===== config.mk =====
export PLATFORM = sky130hd
export DESIGN_NAME = mode_summary_unit
export DESIGN_NICKNAME = d
export VERILOG_FILES = /design/src/rtl/mode_summary_pkg.sv /design/src/rtl/mode_classify.sv /design/src/rtl/size_select.sv /design/src/rtl/summary_reg.sv /design/src/rtl/mode_summary_unit.sv
export SDC_FILE = /design/constraint.sdc
export NUM_CORES = 1
export LEC_CHECK = 0
export ABC_AREA = 1
export BUFFER_PORTS_ARGS = -buffer_cell sky130_fd_sc_hd__buf_2
export CORE_MARGIN = 2
export CORE_UTILIZATION = 28
export DETAILED_ROUTE_END_ITERATION = 7
export GPL_TIMING_DRIVEN = 0
export PLACE_DENSITY = 0.78
export SYNTH_ARGS = -nofsm -noshare
export SYNTH_HDL_FRONTEND = slang
export SYNTH_SLANG_ARGS = --single-unit

===== constraint.sdc =====
create_clock -name clk -period 0.8 [get_ports clk]
set_input_delay 0.16 -clock clk [delete_from_list [all_inputs] [get_ports clk]]
set_output_delay 0.16 -clock clk [all_outputs]
set_load 0.05 [all_outputs]

===== src/rtl/mode_summary_pkg.sv =====
package mode_summary_pkg;

    localparam int CPL_W = 2;

    typedef enum logic {
        MODE_LEGACY = 1'b0,
        MODE_LONG   = 1'b1
    } op_mode_e;

    typedef enum logic [2:0] {
        SUB_REAL   = 3'd0,
        SUB_V86    = 3'd1,
        SUB_PROT   = 3'd2,
        SUB_COMPAT = 3'd3,
        SUB_64     = 3'd4
    } sub_mode_e;

    typedef enum logic [1:0] {
        SZ_NONE = 2'd0,
        SZ_16   = 2'd1,
        SZ_32   = 2'd2,
        SZ_64   = 2'd3
    } size_code_e;

    typedef struct packed {
        logic             lma;
        logic             pe;
        logic             pg;
        logic             vm;
        logic             cs_long;
        logic             cs_big;
        logic [CPL_W-1:0] cs_dpl;
        logic             ss_big;
    } ctl_state_t;

    typedef struct packed {
        op_mode_e  mode;
        sub_mode_e sub;
    } mode_pair_t;

    typedef struct packed {
        size_code_e def_sz;
        size_code_e alt_sz;
    } size_pair_t;

    typedef struct packed {
        op_mode_e         mode;
        sub_mode_e        sub;
        logic [CPL_W-1:0] cpl;
        logic             paging;
        logic             prot;
        size_pair_t       opnd;
        size_pair_t       addr;
        size_code_e       stack;
    } mode_summary_t;

    function automatic mode_pair_t classify(input ctl_state_t c);
        mode_pair_t r;
        if (c.lma) begin
            r.mode = MODE_LONG;
            r.sub  = c.cs_long ? SUB_64 : SUB_COMPAT;
        end else begin
            r.mode = MODE_LEGACY;
            if (!c.pe)      r.sub = SUB_REAL;
            else if (c.vm)  r.sub = SUB_V86;
            else            r.sub = SUB_PROT;
        end
        return r;
    endfunction

    function automatic size_pair_t swap_pair(input logic wide);
        size_pair_t p;
        p.def_sz = wide ? SZ_32 : SZ_16;
        p.alt_sz = wide ? SZ_16 : SZ_32;
        return p;
    endfunction

endpackage


===== src/rtl/mode_classify.sv =====
module mode_classify
    import mode_summary_pkg::*;
(
    input  ctl_state_t ctl_i,
    output mode_pair_t pair_o
);
    always_comb pair_o = classify(ctl_i);
endmodule


===== src/rtl/size_select.sv =====
module size_select
    import mode_summary_pkg::*;
(
    input  sub_mode_e  sub_i,
    input  logic       cs_big_i,
    input  logic       ss_big_i,
    output size_pair_t opnd_o,
    output size_pair_t addr_o,
    output size_code_e stack_o
);
    logic in64;
    assign in64 = (sub_i == SUB_64);

    always_comb begin
        opnd_o = swap_pair(in64 || cs_big_i);
        if (in64) begin
            addr_o.def_sz = SZ_64;
            addr_o.alt_sz = SZ_32;
            stack_o       = SZ_64;
        end else begin
            addr_o  = swap_pair(cs_big_i);
            stack_o = ss_big_i ? SZ_32 : SZ_16;
        end
    end
endmodule


===== src/rtl/summary_reg.sv =====
module summary_reg
    import mode_summary_pkg::*;
(
    input  logic          clk,
    input  logic          rst,
    input  logic          load_i,
    input  mode_summary_t next_i,
    output mode_summary_t cur_o,
    output logic          valid_o
);
    always_ff @(posedge clk) begin
        if (rst) begin
            cur_o   <= '0;
            valid_o <= 1'b0;
        end else begin
            valid_o <= load_i;
            if (load_i) cur_o <= next_i;
        end
    end
endmodule


===== src/rtl/mode_summary_unit.sv =====
module mode_summary_unit
    import mode_summary_pkg::*;
#(
    parameter int WDATA_W = 64
) (
    input  logic               clk,
    input  logic               rst,
    input  logic               recompute_i,
    input  logic               sum_wr_i,
    input  logic [WDATA_W-1:0] sum_wdata_i,
    input  logic               lma_i,
    input  logic               pe_i,
    input  logic               pg_i,
    input  logic               vm_i,
    input  logic               cs_long_i,
    input  logic               cs_big_i,
    input  logic [1:0]         cs_dpl_i,
    input  logic               ss_big_i,
    output logic               mode_o,
    output logic [2:0]         submode_o,
    output logic [1:0]         cpl_o,
    output logic               paging_o,
    output logic               prot_o,
    output logic [1:0]         op_def_o,
    output logic [1:0]         op_alt_o,
    output logic [1:0]         addr_def_o,
    output logic [1:0]         addr_alt_o,
    output logic [1:0]         stack_o,
    output logic               sum_valid_o
);
    ctl_state_t    ctl;
    mode_pair_t    pair;
    size_pair_t    opnd, addr;
    size_code_e    stk;
    mode_summary_t nxt, cur;
    logic          load;
    logic          unused_wdata;

    // Store data is deliberately discarded; a store only triggers a refresh.
    assign unused_wdata = ^sum_wdata_i;
    assign load = recompute_i | sum_wr_i;

    always_comb begin
        ctl.lma     = lma_i;
        ctl.pe      = pe_i;
        ctl.pg      = pg_i;
        ctl.vm      = vm_i;
        ctl.cs_long = cs_long_i;
        ctl.cs_big  = cs_big_i;
        ctl.cs_dpl  = cs_dpl_i;
        ctl.ss_big  = ss_big_i;
    end

    mode_classify u_cls (.ctl_i(ctl), .pair_o(pair));

    size_select u_sz (
        .sub_i   (pair.sub),
        .cs_big_i(ctl.cs_big),
        .ss_big_i(ctl.ss_big),
        .opnd_o  (opnd),
        .addr_o  (addr),
        .stack_o (stk)
    );

    always_comb begin
        nxt.mode   = pair.mode;
        nxt.sub    = pair.sub;
        nxt.cpl    = ctl.cs_dpl;
        nxt.paging = ctl.pg;
        nxt.prot   = ctl.pe;
        nxt.opnd   = opnd;
        nxt.addr   = addr;
        nxt.stack  = stk;
    end

    summary_reg u_reg (
        .clk    (clk),
        .rst    (rst),
        .load_i (load),
        .next_i (nxt),
        .cur_o  (cur),
        .valid_o(sum_valid_o)
    );

    assign mode_o     = cur.mode;
    assign submode_o  = cur.sub;
    assign cpl_o      = cur.cpl;
    assign paging_o   = cur.paging;
    assign prot_o     = cur.prot;
    assign op_def_o   = cur.opnd.def_sz;
    assign op_alt_o   = cur.opnd.alt_sz;
    assign addr_def_o = cur.addr.def_sz;
    assign addr_alt_o = cur.addr.alt_sz;
    assign stack_o    = cur.stack;
endmodule


==> impl_metrics.json <==
{
  "outcome": "finished with violations",
  "violations": "setup timing",
  "wl_per_cell_um": 9.822,
  "synth_area_leaders": "dfxtp_1 48%, nand2_1 23%, inv_1 5.4%",
  "avgSynthCellArea_sq_um": 7.289,
  "ys_ff_latch": 15,
  "synth_ff_type": "dfxtp_1",
  "worst_setup_path_end_kind": "output port",
  "port_buffers": 31,
  "ys_seq_area_frac": 0.4790,
  "dp_slack_ns": -0.06888,
  "area_growth_pct": 71.86,
  "powerDensity_nw_per_um2": 1784,
  "grt-ovfl-total": 0,
  "drive_above_1_share": 0.5403,
  "row_count": 17,
  "cap_violations": 0,
  "clk_root_buffer_cell": "clkbuf_4",
  "drt-pass1-iter-count": 4,
  "dieHeight_um": 51.32,
  "core_sq_um": 2170,
  "start_util": 0.2889,
  "drt_iter0_drc": 10,
  "rsz0062_at_grt": "yes",
  "h-tree-depth": 1,
  "hp-class": "primary input to register",
  "route.detailed.drc": 0,
  "hold_violations": 0,
  "die_w_um": 51.32,
  "slew_violations": 0,
  "final_area_sq_um": 1077,
  "finalCriticalPeriod_ns": 1.072,
  "start_kind": "register",
  "place_inst": 145,
  "leakage_nw": 0.5661,
  "yosys.area.top_type": "dfxtp_1",
  "io_pins": 96,
  "vias": 627,
  "final_cells": 152,
  "finClkSkew_ns": 0,
  "grt_pass1_wl_mm": 2.497,
  "netlist.area_leader.share": 0.4790,
  "crit_fanout": 4,
  "grt_max_degree": 11,
  "synth_most_common_cell": "nand2_1",
  "cpLargestDelayFamily": "flip-flops",
  "path_clk_slew_ns": 0.09,
  "fin_util": 0.4965,
  "cp.buffers_inverters": 2,
  "tightestPinTransition_ns": 0.1523,
  "setup_viol": 19,
  "place.gp.congestion": 0.7367,
  "place_area_sq_um": 853.3,
  "cts_buffer_depth": 2,
  "cts_tree": "done",
  "antenna_cells": 0,
  "totalPowerFinal_mw": 1.922,
  "crit_arrival_ns": 0.91,
  "netlist_top_cells_count": "39 x nand2_1, 15 x dfxtp_1, 9 x inv_1",
  "crit_slowest_cell": "dfxtp_4",
  "async_flop_share": 0,
  "synth_edf_count": 0,
  "vdd.ir_drop.worst_mv": 0.8689,
  "ant_nets": 0,
  "clock_latency_ns": 0.29,
  "relSlewSlack": 0.8984,
  "syn_nets": 163,
  "numCtsBuffers": 3,
  "synth_cell_types": 13,
  "max_freq_ghz": 0.9329,
  "antenna_found_initial": 0,
  "finalNetCount": 202,
  "setup_slack_ns": -0.2719,
  "viasPerCell": 4.125,
  "path_class": "register to output port",
  "synthCells": 86,
  "cp.required_ns": 0.64,
  "fp.dieArea_sq_um": 2633,
  "path_cells": "buf_6 -> buf_8",
  "syn_area_sq_um": 626.9,
  "cts.sinks": 15,
  "first_global_vias": 618,
  "synth_warnings": 0,
  "dpl.hpwl_mm": 1.082,
  "cts_hold_buf": 0,
  "critPathMaxStageDelay_ns": 0.37,
  "track_usage": 0.1313,
  "post-route-period-util": 1.340,
  "totalWireLength_mm": 1.493
}
-- per-layer routing --
metal,GRT usage,part of all wire,vias up
li1,-,-,327
met1,0.1475,0.40,274
met2,0.2143,0.51,23
met3,0.03801,0.067,3
met4,0.08772,0.019,0
met5,0,0,-
-- through the flow --
step / setup TNS (ns) / hold WS, ns
6_report: -3.366 / 0.06267
5_1_grt: -3.917 / 0.07770
4_1_cts: -3.579 / 0.05790
3_5_place_dp: -0.7825 / 0.3666
3_3_place_gp: -0.5361 / 0.3546
2_1_floorplan: -0.01660 / 0.2659
-- cells in the final DEF (no fill, tap or decap) --
cell type / netlist / layout
buf_2: 0 / 12
buf_4: 4 / 3
buf_6: 2 / 13
buf_8: 0 / 12
clkbuf_4: 0 / 3
clkinv_2: 0 / 1
dfxtp_2: 0 / 12
dfxtp_4: 0 / 3
inv_1: 9 / 9
nand2_1: 39 / 37
nand2_2: 2 / 4
nand3_1: 2 / 2
nand4_1: 1 / 1
nor2_1: 6 / 6
nor2_2: 2 / 2
nor2_4: 1 / 1
o21ai_0: 2 / 2
o21ai_2: 1 / 1
-- state kept, by name (all words and copies together), names as in the netlist --
name and count:
u_reg.cur_o 14, u_reg.valid_o 1
-- cell families (layout without fill, tap and decap cells) --
logic type,after synthesis,in the layout,synth area share
AOI/OAI and AO/OA,3,3,0.02994
and+or+nand+nor,53,53,0.3533
DFF,15,15,0.4790
buffers and inverters,15,53,0.1377
-- final timing paths --
kind / from / to / slack (ns) / cells after the start
max: u_reg.cur_o[5]$_SDFFE_PP0P_ / op_alt_o[0] / -0.27 / 2
max reg2reg: u_reg.cur_o[2]$_SDFFE_PP0P_ / u_reg.cur_o[2]$_SDFFE_PP0P_ / 0.03 / 4
min reg2reg: u_reg.cur_o[1]$_SDFFE_PP0P_ / u_reg.cur_o[1]$_SDFFE_PP0P_ / 0.47 / 2
min: cs_dpl_i[1] / u_reg.cur_o[13]$_SDFFE_PP0P_ / 0.06 / 3
-- repair_timing --
item                                   CTS  global route
setup endpoints to repair               19            19
gates resized for setup                 45             9
endpoints found under the hold margin    0             0
setup buffers                            2             1
pin swaps                                0             2
-- final cells by class --
type / count / area (sq um)
Buffer: 6 / 67.56
Clock buffer: 3 / 22.52
Clock inverter: 1 / 5.005
Fill cell: 211 / 1092
Inverter: 9 / 33.78
Multi-Input combinational cell: 56 / 245.2
Sequential cell: 15 / 326.6
Tap cell: 28 / 35.03
Timing Repair Buffer: 34 / 341.6
-- where the power goes --
| part | internal [mW] | switching, mW | leakage [nW] |
|---|---|---|---|
| clock | 0.186 | 0.263 | 0.0177 |
| sequential | 0.806 | 0.0480 | 0.130 |
| combinational | 0.257 | 0.362 | 0.418 |
-- worst reg2reg max path: stages (launching register included) --
cell and delay, ns:
dfxtp_2 0.34, buf_4 0.12, buf_4 0.12, nand2_2 0.05
nand2_2 0.04
(Power assumes the default switching activity.)
